File: config.mk
export PLATFORM = sky130hd
export DESIGN_NAME = xlate_windows
export DESIGN_NICKNAME = d
export VERILOG_FILES = /design/src/rtl/xlate_pkg.sv /design/src/rtl/xlate_ctrl.sv /design/src/rtl/xlate_regs.sv /design/src/rtl/xlate_lookup.sv /design/src/rtl/xlate_windows.sv
export SDC_FILE = /design/constraint.sdc
export NUM_CORES = 2
export LEC_CHECK = 0
export BUFFER_PORTS_ARGS = -buffer_cell sky130_fd_sc_hd__buf_2
export CAP_MARGIN = 20
export CORE_ASPECT_RATIO = 1.4
export CORE_MARGIN = 2
export CORE_UTILIZATION = 50
export DETAILED_ROUTE_END_ITERATION = 8
export PLACE_DENSITY_LB_ADDON = 0.1
export SYNTH_ARGS = -nofsm -noshare
export SYNTH_HDL_FRONTEND = slang
export SYNTH_SLANG_ARGS = --single-unit
export TNS_END_PERCENT = 1
File: constraint.sdc
create_clock -name clk -period 6.95 [get_ports clk]
set_input_delay 0.695 -clock clk [delete_from_list [all_inputs] [get_ports clk]]
set_output_delay 0.695 -clock clk [all_outputs]
set_load 0.03 [all_outputs]
File: src/rtl/xlate_pkg.sv
package xlate_pkg;
  parameter int REG_W      = 32;
  parameter int PAGE_SHIFT = 12;
  parameter int ADDR_W     = REG_W + PAGE_SHIFT;
  parameter int OB_WINS    = 4;
  parameter int IB_WINS    = 3;
  parameter int OB_IDX_W   = $clog2(OB_WINS + 1);
  parameter int IB_IDX_W   = $clog2(IB_WINS);
  parameter int SLOT_W     = 3;
  parameter int EN_BIT     = 31;
  parameter int SZ_W       = 6;

  typedef enum logic [2:0] {
    FLD_NONE,
    FLD_TGT,
    FLD_EXT,
    FLD_BASE,
    FLD_ATTR
  } fld_e;

  // decode result handed from control to datapath
  typedef struct packed {
    logic              wr;
    logic              isOb;
    logic              isIb;
    logic              isTmr;
    logic [SLOT_W-1:0] slot;
    fld_e              fld;
  } regStrobe_t;

  typedef struct packed {
    logic [REG_W-1:0] tgt;
    logic [REG_W-1:0] ext;
    logic [REG_W-1:0] base;
    logic [REG_W-1:0] attr;
  } winRegs_t;
endpackage

File: src/rtl/xlate_ctrl.sv
module xlate_ctrl
  import xlate_pkg::*;
#(
  parameter int PAGE_AW = 10,
  parameter int GRP_LSB = 5,
  parameter int OB_GRP0 = 1,
  parameter int IB_GRP0 = 13,
  parameter int TMR_GRP = 17
) (
  input  logic [PAGE_AW-1:0] regAddr,
  input  logic               regWr,
  output regStrobe_t         strobe
);
  localparam int GRP_W = PAGE_AW - GRP_LSB;
  localparam logic [GRP_W-1:0] OB_FIRST = GRP_W'(OB_GRP0);
  localparam logic [GRP_W-1:0] OB_LAST  = GRP_W'(OB_GRP0 + OB_WINS - 1);
  localparam logic [GRP_W-1:0] IB_FIRST = GRP_W'(IB_GRP0);
  localparam logic [GRP_W-1:0] IB_LAST  = GRP_W'(IB_GRP0 + IB_WINS - 1);
  localparam logic [GRP_W-1:0] TMR_G    = GRP_W'(TMR_GRP);
  localparam logic [GRP_LSB-1:0] OFS_0  = GRP_LSB'(0);
  localparam logic [GRP_LSB-1:0] OFS_4  = GRP_LSB'(4);
  localparam logic [GRP_LSB-1:0] OFS_8  = GRP_LSB'(8);
  localparam logic [GRP_LSB-1:0] OFS_C  = GRP_LSB'(12);
  localparam logic [GRP_LSB-1:0] OFS_10 = GRP_LSB'(16);

  logic [GRP_W-1:0]   grp;
  logic [GRP_LSB-1:0] off;

  assign grp = regAddr[PAGE_AW-1:GRP_LSB];
  assign off = regAddr[GRP_LSB-1:0];

  always_comb begin
    strobe     = '0;
    strobe.fld = FLD_NONE;
    strobe.wr  = regWr;
    if (grp >= OB_FIRST && grp <= OB_LAST) begin
      strobe.isOb = 1'b1;
      strobe.slot = SLOT_W'(grp - OB_FIRST);
      unique case (off)
        OFS_0:   strobe.fld = FLD_TGT;
        OFS_4:   strobe.fld = FLD_EXT;
        OFS_8:   strobe.fld = FLD_BASE;
        OFS_10:  strobe.fld = FLD_ATTR;
        default: strobe.fld = FLD_NONE;
      endcase
    end else if (grp >= IB_FIRST && grp <= IB_LAST) begin
      strobe.isIb = 1'b1;
      strobe.slot = SLOT_W'(grp - IB_FIRST);
      unique case (off)
        OFS_0:   strobe.fld = FLD_TGT;
        OFS_8:   strobe.fld = FLD_BASE;
        OFS_C:   strobe.fld = FLD_EXT;
        OFS_10:  strobe.fld = FLD_ATTR;
        default: strobe.fld = FLD_NONE;
      endcase
    end else if (grp == TMR_G) begin
      strobe.isTmr = 1'b1;
    end
  end
endmodule

File: src/rtl/xlate_regs.sv
module xlate_regs
  import xlate_pkg::*;
(
  input  logic             clk,
  input  logic             rstN,
  input  regStrobe_t       strobe,
  input  logic [REG_W-1:0] wData,
  output logic [REG_W-1:0] rData,
  output winRegs_t         obWins [OB_WINS],
  output winRegs_t         ibWins [IB_WINS]
);
  logic [REG_W-1:0] tmrReg;

  for (genvar i = 0; i < OB_WINS; i++) begin : g_ob
    winRegs_t r;
    always_ff @(posedge clk or negedge rstN) begin
      if (!rstN) begin
        r <= '0;
      end else if (strobe.wr && strobe.isOb && strobe.slot == SLOT_W'(i)) begin
        case (strobe.fld)
          FLD_TGT:  r.tgt  <= wData;
          FLD_EXT:  r.ext  <= wData;
          FLD_BASE: r.base <= wData;
          FLD_ATTR: r.attr <= wData;
          default:  ;
        endcase
      end
    end
    assign obWins[i] = r;
  end

  for (genvar i = 0; i < IB_WINS; i++) begin : g_ib
    winRegs_t r;
    always_ff @(posedge clk or negedge rstN) begin
      if (!rstN) begin
        r <= '0;
      end else if (strobe.wr && strobe.isIb && strobe.slot == SLOT_W'(i)) begin
        case (strobe.fld)
          FLD_TGT:  r.tgt  <= wData;
          FLD_EXT:  r.ext  <= wData;
          FLD_BASE: r.base <= wData;
          FLD_ATTR: r.attr <= wData;
          default:  ;
        endcase
      end
    end
    assign ibWins[i] = r;
  end

  always_ff @(posedge clk or negedge rstN) begin
    if (!rstN)                         tmrReg <= '0;
    else if (strobe.wr && strobe.isTmr) tmrReg <= wData;
  end

  winRegs_t sel;
  always_comb begin
    sel = '0;
    for (int i = 0; i < OB_WINS; i++)
      if (strobe.isOb && strobe.slot == SLOT_W'(i)) sel = obWins[i];
    for (int i = 0; i < IB_WINS; i++)
      if (strobe.isIb && strobe.slot == SLOT_W'(i)) sel = ibWins[i];
    rData = '0;
    if (strobe.isTmr) begin
      rData = tmrReg;
    end else begin
      case (strobe.fld)
        FLD_TGT:  rData = sel.tgt;
        FLD_EXT:  rData = sel.ext;
        FLD_BASE: rData = sel.base;
        FLD_ATTR: rData = sel.attr;
        default:  rData = '0;
      endcase
    end
  end
endmodule

File: src/rtl/xlate_lookup.sv
module xlate_lookup
  import xlate_pkg::*;
#(
  parameter int N        = 4,
  parameter int IDX_W    = 3,
  parameter int IDX_BASE = 1
) (
  input  winRegs_t          wins [N],
  input  logic [ADDR_W-1:0] addr,
  output logic              hit,
  output logic [IDX_W-1:0]  idx,
  output logic [ADDR_W-1:0] xlated
);
  localparam int LIM_W = (1 << SZ_W) + 2;

  logic [N-1:0]      match;
  logic [ADDR_W-1:0] xl [N];

  for (genvar i = 0; i < N; i++) begin : g_win
    logic [ADDR_W-1:0] baseB;
    logic [ADDR_W-1:0] tgtB;
    logic [ADDR_W-1:0] ofs;
    logic [LIM_W-1:0]  lim;
    logic              unusedBits;

    assign baseB      = {wins[i].base, {PAGE_SHIFT{1'b0}}};
    assign tgtB       = {wins[i].tgt, {PAGE_SHIFT{1'b0}}};
    assign ofs        = addr - baseB;
    assign lim        = LIM_W'(2) << wins[i].attr[SZ_W-1:0];
    assign match[i]   = wins[i].attr[EN_BIT] && (addr >= baseB) && (LIM_W'(ofs) < lim);
    assign xl[i]      = tgtB + ofs;
    assign unusedBits = ^{wins[i].ext, wins[i].attr[EN_BIT-1:SZ_W]};
  end

  // scan downward so the lowest-numbered hit is written last
  always_comb begin
    hit    = 1'b0;
    idx    = '0;
    xlated = '0;
    for (int i = N - 1; i >= 0; i--) begin
      if (match[i]) begin
        hit    = 1'b1;
        idx    = IDX_W'(i + IDX_BASE);
        xlated = xl[i];
      end
    end
  end
endmodule

File: src/rtl/xlate_windows.sv
module xlate_windows
  import xlate_pkg::*;
#(
  parameter int PAGE_AW = 10
) (
  input  logic                clk,
  input  logic                rstN,
  input  logic                regWr,
  input  logic [PAGE_AW-1:0]  regAddr,
  input  logic [REG_W-1:0]    regWData,
  output logic [REG_W-1:0]    regRData,
  input  logic [ADDR_W-1:0]   obAddr,
  output logic                obHit,
  output logic [OB_IDX_W-1:0] obIdx,
  output logic [ADDR_W-1:0]   obXlated,
  input  logic [ADDR_W-1:0]   ibAddr,
  output logic                ibHit,
  output logic [IB_IDX_W-1:0] ibIdx,
  output logic [ADDR_W-1:0]   ibXlated
);
  regStrobe_t strobe;
  winRegs_t   obWins [OB_WINS];
  winRegs_t   ibWins [IB_WINS];

  xlate_ctrl #(.PAGE_AW(PAGE_AW)) ctrl_i (
    .regAddr (regAddr),
    .regWr   (regWr),
    .strobe  (strobe)
  );

  xlate_regs regs_i (
    .clk    (clk),
    .rstN   (rstN),
    .strobe (strobe),
    .wData  (regWData),
    .rData  (regRData),
    .obWins (obWins),
    .ibWins (ibWins)
  );

  xlate_lookup #(.N(OB_WINS), .IDX_W(OB_IDX_W), .IDX_BASE(1)) obLook_i (
    .wins   (obWins),
    .addr   (obAddr),
    .hit    (obHit),
    .idx    (obIdx),
    .xlated (obXlated)
  );

  xlate_lookup #(.N(IB_WINS), .IDX_W(IB_IDX_W), .IDX_BASE(0)) ibLook_i (
    .wins   (ibWins),
    .addr   (ibAddr),
    .hit    (ibHit),
    .idx    (ibIdx),
    .xlated (ibXlated)
  );
endmodule

After elaboration in Yosys (flattened, before gate mapping)
Index checks and enable logic that the tools add are counted.
{ "totals": {"ram_bits": 0, "in_bits": 133, "romBits": 0, "out_inout_bits": 127, "memories": 0, "latch_bits": 0, "ff_bits": 928} }
{ "classes": {"div_mod_pow": 0, "multipliers": 0, "n_eq_ne": 12, "n_shift": 7, "reduce_logical": 63, "bitwise_logic": 0, "magnitude_cmp": 18, "mux": 39, "n_addsub": 16} }
{ "op_table": {"columns": ["op", "n"], "rows": [
  ["128-bit two-way mux", 7],
  ["44-bit by 66-bit < comparator with 1-bit output", 7],
  ["2-bit by 6-bit left shift with 66-bit output (first input constant)", 7],
  ["44-bit adder", 7],
  ["44-bit >= comparator", 7],
  ["44-bit two-way mux", 7],
  ["44-bit subtractor", 7],
  ["32-bit case mux with 4 select lines", 1],
  ["2-bit AND reduction", 28],
  ["1-bit logical AND", 33],
  ["32-bit two-way mux", 1],
  ["3-bit case mux with 4 select lines", 2],
  ["3-bit by 2-bit equality test with 1-bit output (second input constant)", 4],
  ["3-bit two-way mux", 4],
  ["6-bit two-way mux", 2],
  ["1-bit two-way mux", 11],
  ["5-bit by 4-bit equality test with 1-bit output (second input constant)", 2],
  ["5-bit equality test (second input constant)", 2],
  ["2-bit two-way mux", 4],
  ["3-bit by 1-bit equality test with 1-bit output (second input constant)", 2],
  ["5-bit by 3-bit equality test with 1-bit output (second input constant)", 1],
  ["5-bit by 1-bit >= comparator with 1-bit output (second input constant)", 1],
  ["5-bit by 4-bit >= comparator with 1-bit output (second input constant)", 1],
  ["5-bit by 3-bit less-or-equal comparator with 1-bit output (second input constant)", 1],
  ["other kinds (6)", 6]
]} }

Depth between registers and ports, before layout
{ "logic_depth": {"ltp_word": 15, "ltp_mapped": 29, "mapped_depth_nobuf": 29} }

Cells and area by module
From an unflattened synthesis, not the netlist that was laid out.
{ "unflattened": {"cells_unflattened": 8277, "hier_area_um2": 76716.1} }
{ "modules_own_cells": {"columns": ["module", "instances", "cells_per_inst", "seq_area_each_um2", "area_per_inst_um2"], "rows": [
  ["xlate_regs", 1, 3615, 23222.3, 44254.9],
  ["xlate_lookup (obLook_i)", 1, 2615, 0.0, 18293.8],
  ["xlate_lookup (ibLook_i)", 1, 2013, 0.0, 13903.3],
  ["xlate_ctrl", 1, 34, 0.0, 264.0]
]} }

Worst setup path after synthesis
Ideal clock, no wire load.
{ "synth_path": {"path_type": "input -> output", "start": "input port ibAddr[13]", "end": "output port ibXlated[31]", "n_path_buf": 1, "stages": 24, "arrival_time_ns": 5.866, "slack_ns": 0.389, "cell_sequence": "ha_1 > nor2b_1 > o31a_1 > nor3_1 > o311ai_1 > a311oi_2 > o31ai_2 > a211o_1 > a21oi_1 > o21bai_1 > a21oi_1 > xnor2_1 > ha_1 > nand4_1 > or4_1 > o31a_1 > o21ai_0 > a21oi_1 > a31oi_1 > a21oi_4 > nor2_4 > buf_2 > a22oi_1 > mux2i_1"} }
{ "synth_between": {"elab_chain_cells": 6, "word_cells_on_any_way": 21, "classes_between": "add/sub (6); order compare (6); mux (3); reduce/logical (6)"} }
{ "synth_lines": {"columns": ["item", "line_no", "source"], "rows": [
  ["start: declaration", "xlate_windows.sv:16", "input logic [ADDR_W-1:0] ibAddr,"],
  ["44-bit subtractor / 44-bit >= comparator (equally long branches)", "xlate_lookup.sv:28, xlate_lookup.sv:30", null],
  ["44-bit by 66-bit < comparator with 1-bit output / 1-bit logical AND (equally long branches)", "xlate_lookup.sv:30", "assign match[i] = wins[i].attr[EN_BIT] && (addr >= baseB) && (LIM_W'(ofs) < lim);"],
  ["1-bit logical AND", "xlate_lookup.sv:30", null],
  ["44-bit two-way mux (2 in series)", "xlate_lookup.sv:41", "if (match[i]) begin"],
  ["44-bit two-way mux (*)", "xlate_lookup.sv:41", null],
  ["end: declaration", "xlate_windows.sv:19", "output logic [ADDR_W-1:0] ibXlated"]
]} }
Every way passes the cells marked *; elsewhere a longest branch is shown, timed or not.

Final worst setup path
{ "layout_path": {"start": "register regs_i.g_ob[1].r (netlist bit regs_i.obWins[288])", "end": "output port obXlated[42]"} }
{ "layout_between": {"elab_chain_cells": 5, "word_cells_on_any_way": 8, "classes_between": "add/sub (2); order compare (2); mux (2); reduce/logical (2)"} }
{ "layout_lines": {"columns": ["item", "line_no", "source"], "rows": [
  ["start: declaration", "xlate_regs.sv:15", "winRegs_t r;"],
  ["44-bit subtractor / 44-bit >= comparator (equally long branches)", "xlate_lookup.sv:28, xlate_lookup.sv:30", null],
  ["44-bit by 66-bit < comparator with 1-bit output / 1-bit logical AND (equally long branches)", "xlate_lookup.sv:30", null],
  ["1-bit logical AND", "xlate_lookup.sv:30", null],
  ["44-bit two-way mux (*) (2 in series)", "xlate_lookup.sv:41", null],
  ["end: declaration", "xlate_windows.sv:15", "output logic [ADDR_W-1:0] obXlated,"]
]} }
Marked as above.

==> impl_metrics.env <==
export IMPL_total_power_mw=14.2
export IMPL_drive_gt1_share_pct=28.5
export IMPL_grt_use_met1_pct=49.0
export IMPL_ys_warn_count=0
export IMPL_final_cells=10736
export IMPL_fp_dieW_um=329
export IMPL_routabilityCongestion=1.06
export IMPL_slowest_stage="a221o_2"
export IMPL_layout_commonest_cell="dfrtp_1"
export IMPL_cts_root_buffer="clkbuf_16"
export IMPL_maxSlewViolCount=0
export IMPL_worst_pin_slew_ns=1.31
export IMPL_core_mm2=0.148
export IMPL_cp_slowest_stage_delay_ns=0.43
export IMPL_drt_wirelength_per_cell_um=29.9
export IMPL_fin_hold_ws_ns=0.487
export IMPL_worstPathArrival_ns=6.52
export IMPL_hpwl_um=249000
export IMPL_timing_final_ws_setup_ns=-0.260
export IMPL_p_per_area_mw_per_mm2=161
export IMPL_fin_area_mm2=0.0880
export IMPL_cp_common_cell="buf_4"
export IMPL_cts_max_level=3
export IMPL_fin_crit_ns=7.21
export IMPL_ant_nets=0
export IMPL_use_met2_pct=68.5
export IMPL_grt_use_met3_pct=6.22
export IMPL_clock_latency_ns=0.74
export IMPL_synth_area_mm2=0.0740
export IMPL_grt_use_total_pct=41.8
export IMPL_die_h_um=459
export IMPL_drt_wl_total_um=322000
export IMPL_clock_sinks=928
export IMPL_critPathRequiredTime_ns=6.25
export IMPL_synth_seq_cells=928
export IMPL_cts_tree="done"
export IMPL_dr_pass1_iters=9
export IMPL_fin_worst_skew_ns=0
export IMPL_seqCellArea_mm2=0.0232
export IMPL_syn_to_final_growth_pct=18.8
export IMPL_startpoint_type="flop"
export IMPL_holdCritPathClass="flop to flop"
export IMPL_status="finished with violations"
export IMPL_grt_pass1_wl_um=458000
export IMPL_placed_cell_area_mm2=0.0826
export IMPL_finalCritPeriodShare_pct=104
export IMPL_path_delay_family="compound AO/OA/AOI/OAI gates"
export IMPL_dp_slack_ns=-0.656
export IMPL_setup_viol=91
export IMPL_fill_cells=13204
export IMPL_crit_type="flop to output pin"
export IMPL_numCtsBuffers=96
export IMPL_multi_input_area_mm2=0.0491
export IMPL_netlist_instances=7906
export IMPL_cts_path_max_buffers=3
export IMPL_synthFlopType="dfrtp_1"
export IMPL_gr_total_overflow=0
export IMPL_async_flop_share_pct=100
export IMPL_final_cell_mix="dfrtp_1, mux2_2, buf_4, ha_1, a21oi_1"
export IMPL_grt_busiest_layer="met2"
export IMPL_relSlewSlack_pct=11.6
export IMPL_leakage_nw=41.7
export IMPL_pin_count=260
export IMPL_finalHoldViolations=0
export IMPL_violations="negative setup slack"
export IMPL_dieArea_mm2=0.151
export IMPL_synth_edf_count=0
export IMPL_drv_cap=0
export IMPL_fin_nets=9596
export IMPL_num_vias=68173
export IMPL_rsz0062_at_grt="yes"
export IMPL_placedCellCount=10486
export IMPL_core_rowCount=167
export IMPL_io_buffers=259
export IMPL_grt_max_degree=178
export IMPL_grt_pass1_vias=67935
export IMPL_peakVddDrop_mv=0.219
export IMPL_fmax_mhz=139
export IMPL_drtIter0Drc=6395
export IMPL_critPathBufInv=6
export IMPL_end_kind="output pin"
export IMPL_ys_seq_area_share_pct=31.4
export IMPL_syn_num_nets=8792
export IMPL_vias_per_cell=6.35
export IMPL_avgSynthCellArea_um2=9.36
export IMPL_route_detailed_drc=0
export IMPL_clk_pin_slew_ns=0.07
export IMPL_cp_max_fo=5
export IMPL_synth_distinct_cells=110
export IMPL_antenna_found_initial=18
export IMPL_start_util_pct=50.2
cell usage after synthesis (69+ instances only):
cell type  count  share of area (%)
a21o_1       297                3.0
inv_1        345                1.7
nor2b_1      107               0.90
o21ai_0      321                2.2
mux2_2       920                 14
nor3_1       101               0.68
clkbuf_1     314                1.6
nand2_1      600                3.0
mux2i_1      217                2.9
nand4_1       88               0.74
xor2_1       132                1.6
o21a_1        72               0.73
dfrtp_1      928                 31
a21oi_1      644                4.4
nand2b_1      85               0.72
a31oi_1       73               0.62
nand3_1      169                1.1
nor2_1       465                2.4
xnor2_1      249                2.9
o22ai_1      107               0.90
o21bai_1      69               0.70
ha_1         739                 12
repair_timing:
| item | CTS | global route |
|---|---|---|
| gates resized for setup | 259 | 97 |
| hold buffers | 1 | 0 |
| buffers inserted | 45 | 14 |
| setup endpoints to repair | 95 | 95 |
| pin swaps | 102 | 66 |
| hold endpoints to repair | 62 | 0 |
| gates cloned | 5 | 0 |
final timing paths:
path	cells after the start	end	from	slack (ns)
max in group asynchronous	4	regs_i.ibWins[131]	rstN	4.61
worst max-delay path	28	obXlated[42]	regs_i.obWins[288]	-0.26
worst min register to register	1	regs_i.ibWins[82]	regs_i.ibWins[82]	0.49
worst min-delay path	1	regs_i.ibWins[82]	regs_i.ibWins[82]	0.49
worst max register to register	1	regs_i.obWins[257]	regs_i.obWins[257]	5.77
min in group asynchronous	2	regs_i.obWins[248]	rstN	0.53
per-stage QoR:
stage	util [%]	TNS (ns)
floorplan	-	0
global placement	56.0	-41.83
detailed placement	56.0	-38.28
CTS	59.2	-13.67
global route	59.6	-36.54
finish	59.6	-15.77
logic make-up after synthesis:
logic type	Yosys count	synth area share [%]
AOI/OAI and AO/OA	2061	18.1
xor gates and xnor gates	383	4.56
adders and majority gates	753	12.9
buffers and inverters	786	4.13
DFF	928	31.4
muxes	1149	17.2
and+or+nand+nor	1846	11.8
registers in the layout (all words and copies together) (netlist names):
signal / cells
regs_i.ibWins: 384
regs_i.obWins: 512
regs_i.tmrReg: 32
layout make-up:
class | instances | area share [%]
antenna | 9 | 0.0256
tap | 1943 | 2.76
inverter | 347 | 1.49
clock inverter | 41 | 0.566
sequential | 928 | 26.4
timing repair buffer | 1144 | 9.82
multi-input combinational | 6193 | 55.8
clock buffer | 131 | 3.11
per-layer routing:
layer | up-vias | part of all wire (%)
met5 | - | 0.015
met1 | 33751 | 38
met2 | 2959 | 46
met4 | 8 | 9.2
met3 | 902 | 6.8
li1 | 30553 | -
power by group:
group	switching [mW]	total, mW	internal, mW
clock network	2.38	5.48	3.10
registers	0.0305	5.48	5.45
logic	1.95	3.21	1.26
(Power assumes the default switching activity.)
